### src/rtl/uart_irq_pkg.sv
package uart_irq_pkg;

  typedef enum logic [3:0] {
    ID_MS   = 4'h0,
    ID_NONE = 4'h1,
    ID_TX   = 4'h2,
    ID_RX   = 4'h4,
    ID_LS   = 4'h6,
    ID_XOFF = 4'h8,
    ID_FLOW = 4'hA
  } irq_id_e;

  // enable register bit positions
  localparam int EN_RX   = 0;
  localparam int EN_TX   = 1;
  localparam int EN_LS   = 2;
  localparam int EN_MS   = 3;
  localparam int EN_SLP  = 4;
  localparam int EN_XOFF = 5;
  localparam int EN_RTS  = 6;
  localparam int EN_CTS  = 7;

  // request slots, index 0 = highest priority
  localparam int NSRC   = 6;
  localparam int S_LS   = 0;
  localparam int S_RX   = 1;
  localparam int S_TX   = 2;
  localparam int S_MS   = 3;
  localparam int S_XOFF = 4;
  localparam int S_FLOW = 5;

  function automatic irq_id_e slot_code(input int slot);
    case (slot)
      S_LS:    return ID_LS;
      S_RX:    return ID_RX;
      S_TX:    return ID_TX;
      S_MS:    return ID_MS;
      S_XOFF:  return ID_XOFF;
      S_FLOW:  return ID_FLOW;
      default: return ID_NONE;
    endcase
  endfunction

endpackage

### src/rtl/uirq_edge_latch.sv
// Sticky rising-edge catchers for the flow-control pins.
module uirq_edge_latch #(
  parameter int N = 2
) (
  input  logic         clk,
  input  logic         rst_n,
  input  logic [N-1:0] pin,
  input  logic [N-1:0] arm,
  input  logic         clr,
  output logic [N-1:0] pend
);
  logic [N-1:0] pin_d;

  for (genvar i = 0; i < N; i++) begin : g_bit
    always_ff @(posedge clk or negedge rst_n) begin
      if (!rst_n) begin
        pin_d[i] <= 1'b0;
        pend[i]  <= 1'b0;
      end else begin
        pin_d[i] <= pin[i];
        // a new edge wins over a clear aimed at the older event
        pend[i]  <= (pend[i] & ~clr) | (pin[i] & ~pin_d[i] & arm[i]);
      end
    end
  end
endmodule

### src/rtl/uirq_tx_latch.sv
// Transmit-empty event: set on the empty flag rising, cleared by write or read.
module uirq_tx_latch (
  input  logic clk,
  input  logic rst_n,
  input  logic tx_empty,
  input  logic thr_wr,
  input  logic rd_clr,
  output logic pend
);
  logic empty_d;

  always_ff @(posedge clk or negedge rst_n) begin
    if (!rst_n) begin
      empty_d <= 1'b1;
      pend    <= 1'b0;
    end else begin
      empty_d <= tx_empty;
      if (thr_wr || rd_clr)
        pend <= 1'b0;
      else if (tx_empty && !empty_d)
        pend <= 1'b1;
    end
  end
endmodule

### src/rtl/uirq_prio_enc.sv
// Fixed-priority pick of the reported source; slot 0 ranks highest.
module uirq_prio_enc
  import uart_irq_pkg::*;
#(
  parameter int N = NSRC
) (
  input  logic [N-1:0] req,
  output irq_id_e      id
);
  always_comb begin
    id = ID_NONE;
    for (int i = N - 1; i >= 0; i--) begin
      if (req[i]) id = slot_code(i);
    end
  end
endmodule

### src/rtl/uart_irq_ctrl.sv
module uart_irq_ctrl
  import uart_irq_pkg::*;
#(
  parameter  int FIFO_DEPTH = 32,
  localparam int CNT_W      = $clog2(FIFO_DEPTH + 1)
) (
  input  logic             clk,
  input  logic             rst_n,
  input  logic             en_wr,
  input  logic [7:0]       en_wdata,
  output logic [7:0]       en_q,
  input  logic             fifo_mode,
  input  logic [CNT_W-1:0] rx_count,
  input  logic [CNT_W-1:0] rx_trig,
  input  logic             rhr_full,
  input  logic             tx_empty,
  input  logic             thr_wr,
  input  logic [3:0]       lsr_err,
  input  logic [3:0]       msr_delta,
  input  logic             xoff_hit,
  input  logic             cts_in,
  input  logic             rts_in,
  input  logic             iir_rd,
  output logic             irq,
  output logic [3:0]       irq_id
);
  localparam int NFLOW = 2;  // slot 0 CTS, slot 1 RTS

  logic [NSRC-1:0]  req;
  logic [NFLOW-1:0] flow_pend;
  logic [NFLOW-1:0] flow_arm;
  logic             tx_pend;
  logic             rx_lvl;
  irq_id_e          id_sel;

  always_ff @(posedge clk or negedge rst_n) begin
    if (!rst_n)      en_q <= '0;
    else if (en_wr)  en_q <= en_wdata;
  end

  assign rx_lvl   = fifo_mode ? (rx_count >= rx_trig) : rhr_full;
  assign flow_arm = {en_q[EN_RTS], en_q[EN_CTS]};

  uirq_tx_latch u_tx (
    .clk      (clk),
    .rst_n    (rst_n),
    .tx_empty (tx_empty),
    .thr_wr   (thr_wr),
    .rd_clr   (iir_rd && (id_sel == ID_TX)),
    .pend     (tx_pend)
  );

  uirq_edge_latch #(.N(NFLOW)) u_flow (
    .clk   (clk),
    .rst_n (rst_n),
    .pin   ({rts_in, cts_in}),
    .arm   (flow_arm),
    .clr   (iir_rd && (id_sel == ID_FLOW)),
    .pend  (flow_pend)
  );

  always_comb begin
    req         = '0;
    req[S_LS]   = en_q[EN_LS]   & (|lsr_err);
    req[S_RX]   = en_q[EN_RX]   & rx_lvl;
    req[S_TX]   = en_q[EN_TX]   & tx_pend;
    req[S_MS]   = en_q[EN_MS]   & (|msr_delta);
    req[S_XOFF] = en_q[EN_XOFF] & xoff_hit;
    req[S_FLOW] = |(flow_pend & flow_arm);
  end

  uirq_prio_enc #(.N(NSRC)) u_enc (
    .req (req),
    .id  (id_sel)
  );

  assign irq    = |req;
  assign irq_id = id_sel;
endmodule

### config.mk
export PLATFORM = sky130hd
export DESIGN_NAME = uart_irq_ctrl
export DESIGN_NICKNAME = d
export VERILOG_FILES = /design/src/rtl/uart_irq_pkg.sv /design/src/rtl/uirq_edge_latch.sv /design/src/rtl/uirq_tx_latch.sv /design/src/rtl/uirq_prio_enc.sv /design/src/rtl/uart_irq_ctrl.sv
export SDC_FILE = /design/constraint.sdc
export NUM_CORES = 1
export LEC_CHECK = 0
export ABC_AREA = 0
export BUFFER_PORTS_ARGS = -buffer_cell sky130_fd_sc_hd__buf_4
export CAP_MARGIN = 20
export CORE_MARGIN = 5
export CORE_UTILIZATION = 42
export DETAILED_ROUTE_END_ITERATION = 10
export HOLD_SLACK_MARGIN = 0.02
export PLACE_DENSITY = 0.85
export SYNTH_ARGS = -nofsm -noshare
export SYNTH_HDL_FRONTEND = slang
export SYNTH_SLANG_ARGS = --single-unit
### constraint.sdc
create_clock -name clk -period 4.5 [get_ports clk]
set_input_delay 0.675 -clock clk [delete_from_list [all_inputs] [get_ports clk]]
set_output_delay 0.675 -clock clk [all_outputs]
set_load 0.02 [all_outputs]
==> out/results.tsv, run 1 <==
metric	value	unit
synth_cells	73	
relSlewSlack	69.3	%
path_max_fanout	5	
cp.required	3830	ps
critPathKind	in2out	
leakagePower	0.649	nW
end_kind	primary output	
yosys.area.top_type_share	39.7	%
yosys-top-cells-count	13 x dfrtp_1, 11 x inv_1, 8 x mux2_2	
p_per_area	284	nW/um^2
first_global_vias	849	
portBuffers	51	
crit_chain	buf_4, ha_1, a21oi_1, o2111ai_1, a221oi_4, nand2_1, or2_1, buf_4	
rows	16	
async_flop_share	100	%
critPathSlowestCell	a221oi_4	
cts_made_buffers	3	
die_w	54.2	um
tns	0	ps
route.vias.total	760	
die_h	54.2	um
finClkSkew	4.74	ps
timing.rr.end	u_flow.pend[0]$_DFF_PN0_	
insertion_delay	280	ps
grt_max_degree	15	
io_pins	52	
synth_top_family_by_area	compound AO/OA/AOI/OAI gates	
design_area	1270	um^2
hpwl	1.82	mm
rsz0062_at_grt	no	
cts_max_level	1	
totalWireLength	2.08	mm
syn-cell-area	820	um^2
gp_congestion	0.675	
root_buffer	clkbuf_4	
antenna_found_initial	0	
hp-class	in2async	
path_delay_family	compound AO/OA/AOI/OAI gates	
finalSetupViolCount	0	
synth.distinct_cells	30	
finalCriticalPeriod	2990	ps
synthToLayoutAreaGrowth	54.8	%
grt_pass1_wl	3.52	mm
postSynthAreaPerCell	11.2	um^2
synthTopCellsByArea	dfrtp_1 40%, mux2_2 11%, ha_1 9.2%	
drv_slew	0	
die_area	2930	um^2
drt_iter0_markers	6	
hold_buffers	0	
via_per_inst	4.94	
drt_first_pass_iters	4	
r2r_slack	3080	ps
clockBufferDepth	2	
layout-drive-gt1-share	55.1	%
cts_setup_buffers	0	
postRouteAntennaNets	0	
post_cts_resized	0	
finalNonFillerCells	154	
max-cap-violations	0	
ys_seq_area_share	42.9	%
synth_seq_cells	14	
grt-ovfl-total	0	
final-hold-violation-count	0	
synth_xor_area_share	0	%
cpPeakStageDelay	410	ps
yosysMostFrequentCell	dfrtp_1	
cp_common_cell	buf_4	
crit_buf_inv	2	
syn-num-nets	118	
final_nets	173	
diodes	0	
cts_tree	built	
fin_crit_sh	66.3	%
post_dp_cell_area	1230	um^2
synth_top_flop_cell	dfrtp_1	
synth_mux_area_share	11.0	%
core_area	1900	um^2
startpoint_type	primary input	
initial_core_util	43.1	%
post_drt_wl_per_cell	13.5	um
grt_use_total	16.7	%
reg2reg_from	en_q[0]$_DFFE_PN0P_	
arrival	2310	ps
irDropWorstVdd	0.000211	V
clock.fmax	335	MHz
synthSimpleGateAreaFrac	11.6	%
status	complete, no violations	
dp_cells	150	
synthAdderAreaFrac	9.16	%
synth_top_area_cell	dfrtp_1	
r2r.worst_path.cells	5	
path_clk_slew	80	ps
synth_compound_area_share	19.4	%
drc_errors	0	
cts_sinks	14	
worstMarginPinSlew	455	ps
yosysWarnings	0	
synth_edf_count	0	
layout make-up:
| class | count | area [um^2] |
|---|---|---|
| tap | 27 | 33.8 |
| inverter | 12 | 45.0 |
| fill | 177 | 633 |
| multi-input combinational | 46 | 419 |
| clock buffer | 4 | 36.3 |
| timing repair buffer | 51 | 383 |
| sequential | 14 | 352 |
metrics by stage:
step / worst slack [ps] / hold slack, ps / total power [mW] / utilization, %
6_report: 1510 / 224 / 0.361 / 66.7
5_1_grt: 1370 / 221 / 0.384 / 66.7
4_1_cts: 1490 / 223 / 0.365 / 66.7
3_5_place_dp: 1490 / 492 / 0.277 / 64.8
3_3_place_gp: 1580 / 477 / 0.272 / 64.8
2_1_floorplan: 1760 / 379 / 0.216 / -
per-layer routing:
layer | global-route usage [%] | vias to the layer above | wire (um)
met4 | 6.22 | 0 | 19
li1 | - | 372 | -
met2 | 32.9 | 33 | 1140
met1 | 16.4 | 353 | 743
met3 | 4.16 | 2 | 173
met5 | 0 | - | 0
cell families after synthesis:
logic type,count (synthesis)
AOI/OAI and AO/OA,16
adders and majority gates,6
buffers and inverters,13
DFF,14
muxes,8
and+or+nand+nor,16
cells in the final DEF (no fill, tap or decap), types with 3 or more instances in the layout:
master	synthesis	layout
dfrtp_1	13	13
nand2_1	4	4
mux2_2	8	8
ha_1	6	6
clkbuf_4	0	3
buf_4	0	51
inv_1	11	11
sequential cells by signal, summed over array words and instances, names as in the netlist:
signal / count
u_tx.pend: 1
u_flow.pend: 2
en_q: 8
u_tx.empty_d: 1
u_flow.pin_d: 2
power by group:
part           switching (mW)  internal (mW)  leakage, nW
Sequential             0.0114          0.141        0.161
Combinational          0.0548         0.0658        0.467
Clock                  0.0389         0.0492       0.0210
Total                   0.105          0.256        0.649
worst max path at each step:
stage / startpoint / to / slack, ps / depth (start not counted)
floorplan: rx_count[0] / irq_id[1] / 1760 / 7
global placement: rx_count[3] / irq / 1580 / 8
detailed placement: rx_count[3] / irq / 1490 / 8
CTS: rx_count[3] / irq / 1490 / 8
global route: rx_count[3] / irq / 1370 / 8
finish: rx_count[3] / irq / 1510 / 8
Power figures use the tool's default switching activity.
==> run 2, diff against run 1 <==
--- a/config.mk
+++ b/config.mk
@@ -5,14 +5,14 @@
 export SDC_FILE = /design/constraint.sdc
 export NUM_CORES = 1
 export LEC_CHECK = 0
-export ABC_AREA = 0
+export ABC_AREA = 1
 export BUFFER_PORTS_ARGS = -buffer_cell sky130_fd_sc_hd__buf_4
 export CAP_MARGIN = 20
 export CORE_MARGIN = 5
 export CORE_UTILIZATION = 42
 export DETAILED_ROUTE_END_ITERATION = 10
 export HOLD_SLACK_MARGIN = 0.02
-export PLACE_DENSITY = 0.85
+export PLACE_DENSITY = 0.84
 export SYNTH_ARGS = -nofsm -noshare
 export SYNTH_HDL_FRONTEND = slang
 export SYNTH_SLANG_ARGS = --single-unit
==> constraint.sdc (replaced) <==
create_clock -name clk -period 2.8 [get_ports clk]
set_input_delay 0.42 -clock clk [delete_from_list [all_inputs] [get_ports clk]]
set_output_delay 0.42 -clock clk [all_outputs]
set_load 0.02 [all_outputs]
==> run 2 against run 1 <==
  * Utilization down 0.065 points
  * Register-to-register slack worse by 1600 ps
  * Highest routed layer unchanged
  * Routed wire length up 1.5%
  * Worst setup slack worse by 800 ps
  * First-iteration DRC count up 130%
  * Sequential share of layout area down 0.82 points
  * Clock power up 29%
  * Global-route usage down 2.2 points
  * Largest power group unchanged
  * Sequential cell count unchanged
  * Critical endpoint unchanged
  * Largest cell class unchanged
==> out/results.tsv, run 2 <==
metric	value	unit	change
status	complete, no violations		
grt_use_total	14.6	%	-2.2 points
worstMarginPinSlew	236	ps	-219 ps
die_w	55.2	um	+2.0%
reg2reg_from	en_q[5]$_DFFE_PN0P_		
gp_congestion	0.783		+16%
design_area	1310	um^2	+3.1%
route.vias.total	841		+11%
path_clk_slew	80	ps	about the same
power_frac_seq	43.1	%	+1.0 points
power.switching	0.172	mW	+64%
syn-num-nets	148		+25%
grt_pass1_wl	3.76	mm	+6.8%
synth_seq_cells	14		unchanged
cp.required	2380	ps	-1450 ps
drt_first_pass_iters	3		-1
synth_top_area_cell	dfrtp_1		
portBuffers	51		unchanged
drv_slew	0		unchanged
core_area	1960	um^2	+3.2%
preCtsSetupSlack	711	ps	-782 ps
r2r_slack	1490	ps	-1590 ps
final_cell_mix	51 x buf_4, 27 x nand2_1, 19 x inv_1		
root_buffer	clkbuf_4		
utilization	66.6	%	about the same
synth_cells	103		+41%
via_per_inst	4.55		-7.9%
timing.rr.end	u_flow.pend[1]$_DFF_PN0_		
layout_commonest_cell	buf_4		
finalCriticalPeriod	2080	ps	
p_clk_share	20.7	%	-3.7 points
finalPower	0.550	mW	+53%
finalSetupViolCount	0		unchanged
yosys.area.top_type_share	37.8	%	-1.8 points
critPathKind	in2out		
drt_iter0_markers	14		+8
yosysMostFrequentCell	nand2_1		
grt_max_degree	15		unchanged
syn-cell-area	860	um^2	+4.9%
p_per_area	421	nW/um^2	+48%
drc_errors	0		unchanged
r2r.worst_path.cells	7		+2
internal_power	0.378	mW	+48%
wl_met2	1.18	mm	+3.2%
postSynthAreaPerCell	8.35	um^2	-26%
finClkSkew	5.48	ps	+0.740 ps
met1_length	788	um	+6.1%
whs_path_depth	1		
layout-drive-gt1-share	43.0	%	-12 points
synth_top_flop_cell	dfrtp_1		
die_area	3050	um^2	+4.0%
first_global_vias	942		+11%
final_nets	204		+18%
clock.fmax	480	MHz	
end_kind	primary output		
diodes	0		unchanged
die_h	55.2	um	+2.0%
fin_crit_sh	74.4	%	
rows	16		unchanged
synth_edf_count	0		unchanged
wl_met3	131	um	-24%
top_regs	en_q x8, u_flow.pend x2, u_flow.pin_d x2		
totalWireLength	2.11	mm	+1.5%
path_max_fanout	5		unchanged
yosysWarnings	0		unchanged
regMostFlops	en_q		
max-cap-violations	0		unchanged
clockBufferDepth	2		unchanged
min_to	u_flow.pin_d[0]$_DFF_PN0_		
timing.final.ws_setup	716	ps	-799 ps
post_dp_cell_area	1270	um^2	+3.1%
insertion_delay	270	ps	about the same
irDropWorstVdd	0.000317	V	+50%
tns	0	ps	unchanged
largest_reg_flops	8		unchanged
arrival	1660	ps	-650 ps
initial_core_util	43.8	%	+0.72 points
cts_made_buffers	3		unchanged
yosys-top-cells-count	27 x nand2_1, 19 x inv_1, 13 x dfrtp_1		
cts_tree	built		
io_pins	52		unchanged
hpwl	1.85	mm	+1.7%
async_flop_share	100	%	unchanged
leakagePower	0.738	nW	+14%
post_drt_wl_per_cell	11.4	um	-15%
top_layer_used	met4		
startpoint_type	primary input		
switching_share	31.2	%	+2.1 points
synthTopCellsByArea	dfrtp_1 38%, nand2_1 12%, ha_1 8.7%		
hold_start	cts_in		
hp-class	in2reg		
grt-ovfl-total	0		unchanged
postRouteAntennaNets	0		unchanged
relSlewSlack	84.1	%	+15 points
synthToLayoutAreaGrowth	52.1	%	
cts_sinks	14		unchanged
antenna_found_initial	0		unchanged
ys_seq_area_share	40.9	%	-2.0 points
synth.distinct_cells	23		-23%
final-hold-violation-count	0		unchanged
p_comb_share	36.2	%	+2.8 points
cts_max_level	1		unchanged
rsz0062_at_grt	no		
-- run 2: worst max path at each step --
stage                           start  endpoint  slack [ps]  cells after the start
final                     rx_count[5]       irq         720                     11
after global routing      rx_count[5]       irq         590                     11
after CTS                 rx_count[5]       irq         710                     11
after detailed placement  rx_count[5]       irq         710                     11
after global placement    rx_count[5]       irq         740                     11
after floorplan            rx_trig[5]       irq         740                     10
-- run 2: cells by family after synthesis --
logic type      share of synthesized area, %
mux                                     6.55
flops                                   40.9
fa+ha+maj                               8.73
buf+inv                                 9.32
simple gates                            28.1
compound gates                          6.40
-- run 2: critical path, cell delays in order --
cell and delay (ps):
buf_4 110, ha_1 300, nand2_1 70, nand3b_1 70
nor2_1 100, nand2_1 80, nand2_4 100, nand2_4 60
nor4_4 170, inv_2 40, buf_4 150
-- run 2: cell type report --
class	instances	area, um^2
tap	27	33.8
multi-input combinational	68	428
sequential	14	352
timing repair buffer	52	393
inverter	20	75.1
clock buffer	4	26.3
fill	176	654
-- run 2: what timing repair did --
action	CTS	global route
hold buffers	1	0
hold endpoints to repair	13	0
buffers inserted	0	0
resized for setup	0	0
-- run 2: per-layer routing --
metal  vias to the layer above  GRT usage [%]
met5                         -              0
met4                         0           3.13
met3                         2           3.96
met2                        27           29.4
met1                       380           14.4
li1                        432              -
-- run 2: stage by stage --
step | instances | hold WS (ps)
after CTS | 185 | 259
after global placement | 180 | 275
final | 185 | 264
after global routing | 185 | 251
after floorplan | 103 | 124
after detailed placement | 180 | 277
-- run 2: power groups by stage --
stage,combinational (mW),clock [mW],sequential [mW]
after global routing,0.222,0.126,0.240
after detailed placement,0.201,0,0.241
after floorplan,0.0967,0,0.252
after CTS,0.203,0.117,0.237
final,0.199,0.114,0.237
after global placement,0.195,0,0.239
==> run 3, diff against run 2 <==
--- a/config.mk
+++ b/config.mk
@@ -5,11 +5,11 @@
 export SDC_FILE = /design/constraint.sdc
 export NUM_CORES = 1
 export LEC_CHECK = 0
-export ABC_AREA = 1
+export ABC_AREA = 0
 export BUFFER_PORTS_ARGS = -buffer_cell sky130_fd_sc_hd__buf_4
 export CAP_MARGIN = 20
 export CORE_MARGIN = 5
-export CORE_UTILIZATION = 42
+export CORE_UTILIZATION = 41
 export DETAILED_ROUTE_END_ITERATION = 10
 export HOLD_SLACK_MARGIN = 0.02
 export PLACE_DENSITY = 0.84
==> constraint.sdc (replaced) <==
create_clock -name clk -period 2.1 [get_ports clk]
set_input_delay 0.315 -clock clk [delete_from_list [all_inputs] [get_ports clk]]
set_output_delay 0.315 -clock clk [all_outputs]
set_load 0.02 [all_outputs]
==> run 3 against run 2 <==
  * Count of clock-buffer cells in the layout unchanged
  * Sequential power is 37% higher
  * Hold slack worse by 110 ps
  * Final cell count down 14%
  * Global-route usage rose by 0.32 points
  * Clock skew up 3.5 ps
  * Cell area increased by 8.1%
  * Sequential cell count did not move
  * Total power up 43%
  * Combinational power grew 56%
  * Worst setup slack got worse by 700 ps
==> out/results.tsv, run 3 (synthesis gave the netlist of run 1 again) <==
metric	value	unit	change
status	complete, no violations		
grt-ovfl-total	0		unchanged
end_kind	primary output		
worstMarginPinSlew	433	ps	+197 ps
regMostFlops	en_q		
postRouteAntennaNets	0		unchanged
grtUsageMet2	29.5	%	+0.14 points
largest_reg_flops	8		unchanged
gp_congestion	0.656		-16%
clockBufferDepth	2		unchanged
internal_power	0.549	mW	+45%
cts_tree	built		
hp-class	in2reg		
tns	0	ps	unchanged
grtUsageMet3	3.27	%	-0.69 points
cts_made_buffers	3		unchanged
initial_core_util	42.2	%	-1.6 points
leakagePower	0.680	nW	-7.9%
cts_max_level	1		unchanged
grt_busiest_layer	met2		
cts_sinks	14		unchanged
portBuffers	51		unchanged
drt_first_pass_iters	4		+1
hpwl	1.73	mm	-6.5%
diodes	0		unchanged
nFillCells	152		-14%
switching_share	30.1	%	-1.1 points
die_h	54.7	um	-0.96%
use_met1	13.8	%	-0.64 points
path_max_fanout	3		-2
layout-drive-gt1-share	66.2	%	+23 points
finalNonFillerCells	160		-14%
post_drt_wl_per_cell	13.6	um	+20%
p_per_area	556	nW/um^2	+32%
antenna_found_initial	0		unchanged
route.vias.total	788		-6.3%
startpoint_type	primary input		
p_comb_share	39.4	%	+3.2 points
grt_max_degree	15		unchanged
final-hold-violation-count	0		unchanged
rows	16		unchanged
die_area	2990	um^2	-1.9%
relSlewSlack	70.7	%	-13 points
final_cell_mix	53 x buf_4, 13 x dfrtp_1, 8 x mux2_2		
critPathKind	in2out		
dp_cells	153		-15%
drc_errors	0		unchanged
first_global_vias	834		-11%
top_regs	en_q x8, u_flow.pend x2, u_flow.pin_d x2		
io_pins	52		unchanged
grt_pass1_wl	3.17	mm	-16%
path_clk_slew	80	ps	about the same
grt_use_total	14.9	%	+0.32 points
finalCriticalPeriod	2080	ps	
insertion_delay	270	ps	about the same
via_per_inst	4.93		+8.3%
layout_commonest_cell	buf_4		
whs	153	ps	-111 ps
die_w	54.7	um	-0.96%
finClkSkew	8.97	ps	+3.49 ps
power.switching	0.236	mW	+38%
clock.fmax	480	MHz	
max-cap-violations	0		unchanged
core_area	1940	um^2	-1.0%
final_nets	179		-12%
fin_crit_sh	99.2	%	
synthToLayoutAreaGrowth	72.5	%	
cp.required	1780	ps	-600 ps
root_buffer	clkbuf_4		
utilization	72.8	%	+6.2 points
finalSetupViolCount	0		unchanged
drt_iter0_markers	5		-9
finalPower	0.786	mW	+43%
p_clk_share	19.3	%	-1.4 points
irDropWorstVdd	0.000490	V	+55%
rsz0062_at_grt	yes		
arrival	1770	ps	+110 ps
drv_slew	0		unchanged
totalWireLength	2.18	mm	+3.5%
power_frac_seq	41.3	%	-1.8 points
## run 3: cell count changes in the layout (fill, tap and decap cells not counted), moves of 2 or more
cell	before	now
ha_4	0	4
mux2_2	5	8
a32o_1	0	2
ha_1	6	1
o21bai_1	2	0
inv_1	19	7
buf_4	51	53
nor2_1	11	2
nand2_4	2	0
inv_2	1	4
buf_6	0	3
nand2_1	27	2
## run 3: worst paths after layout
kind,cells past startpoint,slack (ps),endpoint,from
max in group asynchronous,2,1440,u_tx.empty_d$_DFF_PN1_,rst_n
worst min-delay path,1,150,u_flow.pin_d[1]$_DFF_PN0_,rts_in
worst max-delay path,8,20,irq,rx_count[3]
min in group asynchronous,2,410,u_flow.pin_d[0]$_DFF_PN0_,rst_n
worst max register to register,5,680,u_flow.pend[0]$_DFF_PN0_,en_q[0]$_DFFE_PN0P_
worst min register to register,1,510,u_flow.pend[0]$_DFF_PN0_,u_flow.pend[0]$_DFF_PN0_
## run 3: critical path, cell delays in order
cell	delay [ps]
buf_6	100
ha_4	240
a21oi_4	150
o2111ai_4	140
a221oi_4	340
nand2_1	100
or2_1	250
buf_6	130
## run 3: power groups by stage
stage / Combinational [mW] / Sequential [mW] / Clock (mW)
after detailed placement: 0.270 / 0.330 / 0
final: 0.310 / 0.324 / 0.151
after CTS: 0.285 / 0.325 / 0.160
after floorplan: 0.119 / 0.344 / 0
after global routing: 0.336 / 0.329 / 0.172
after global placement: 0.263 / 0.329 / 0
## run 3: what timing repair did
item                                    in CTS  in global routing
hold endpoints to repair                    13                  0
gates resized for setup                      7                 13
endpoints found under the setup margin       4                  3
hold buffers                                 1                  0
buffers inserted                             1                  1
pin swaps                                    4                  7
## run 3: layout make-up
type | count | area, um^2 | area share, %
well taps | 27 | 33.8 | 2.39
repair buffers | 57 | 442 | 31.2
flip-flops and latches | 14 | 352 | 24.9
multi-input cells | 46 | 513 | 36.3
inverters | 12 | 47.5 | 3.36
clock buffers | 4 | 26.3 | 1.86
## run 3: metrics by stage
| step | setup slack (ps) | area [um^2] |
|---|---|---|
| floorplan | 81.2 | 820 |
| global placement | -65.6 | 1250 |
| detailed placement | -140 | 1250 |
| CTS | 3.38 | 1330 |
| global route | -74.3 | 1410 |
| finish | 17.1 | 1410 |
## run 3: routing by layer
| layer | vias up | share of wire [%] |
|---|---|---|
| met2 | 31 | 56 |
| met1 | 368 | 36 |
| met3 | 4 | 7.1 |
| met5 | - | 0 |
| met4 | 0 | 1.4 |
| li1 | 385 | - |
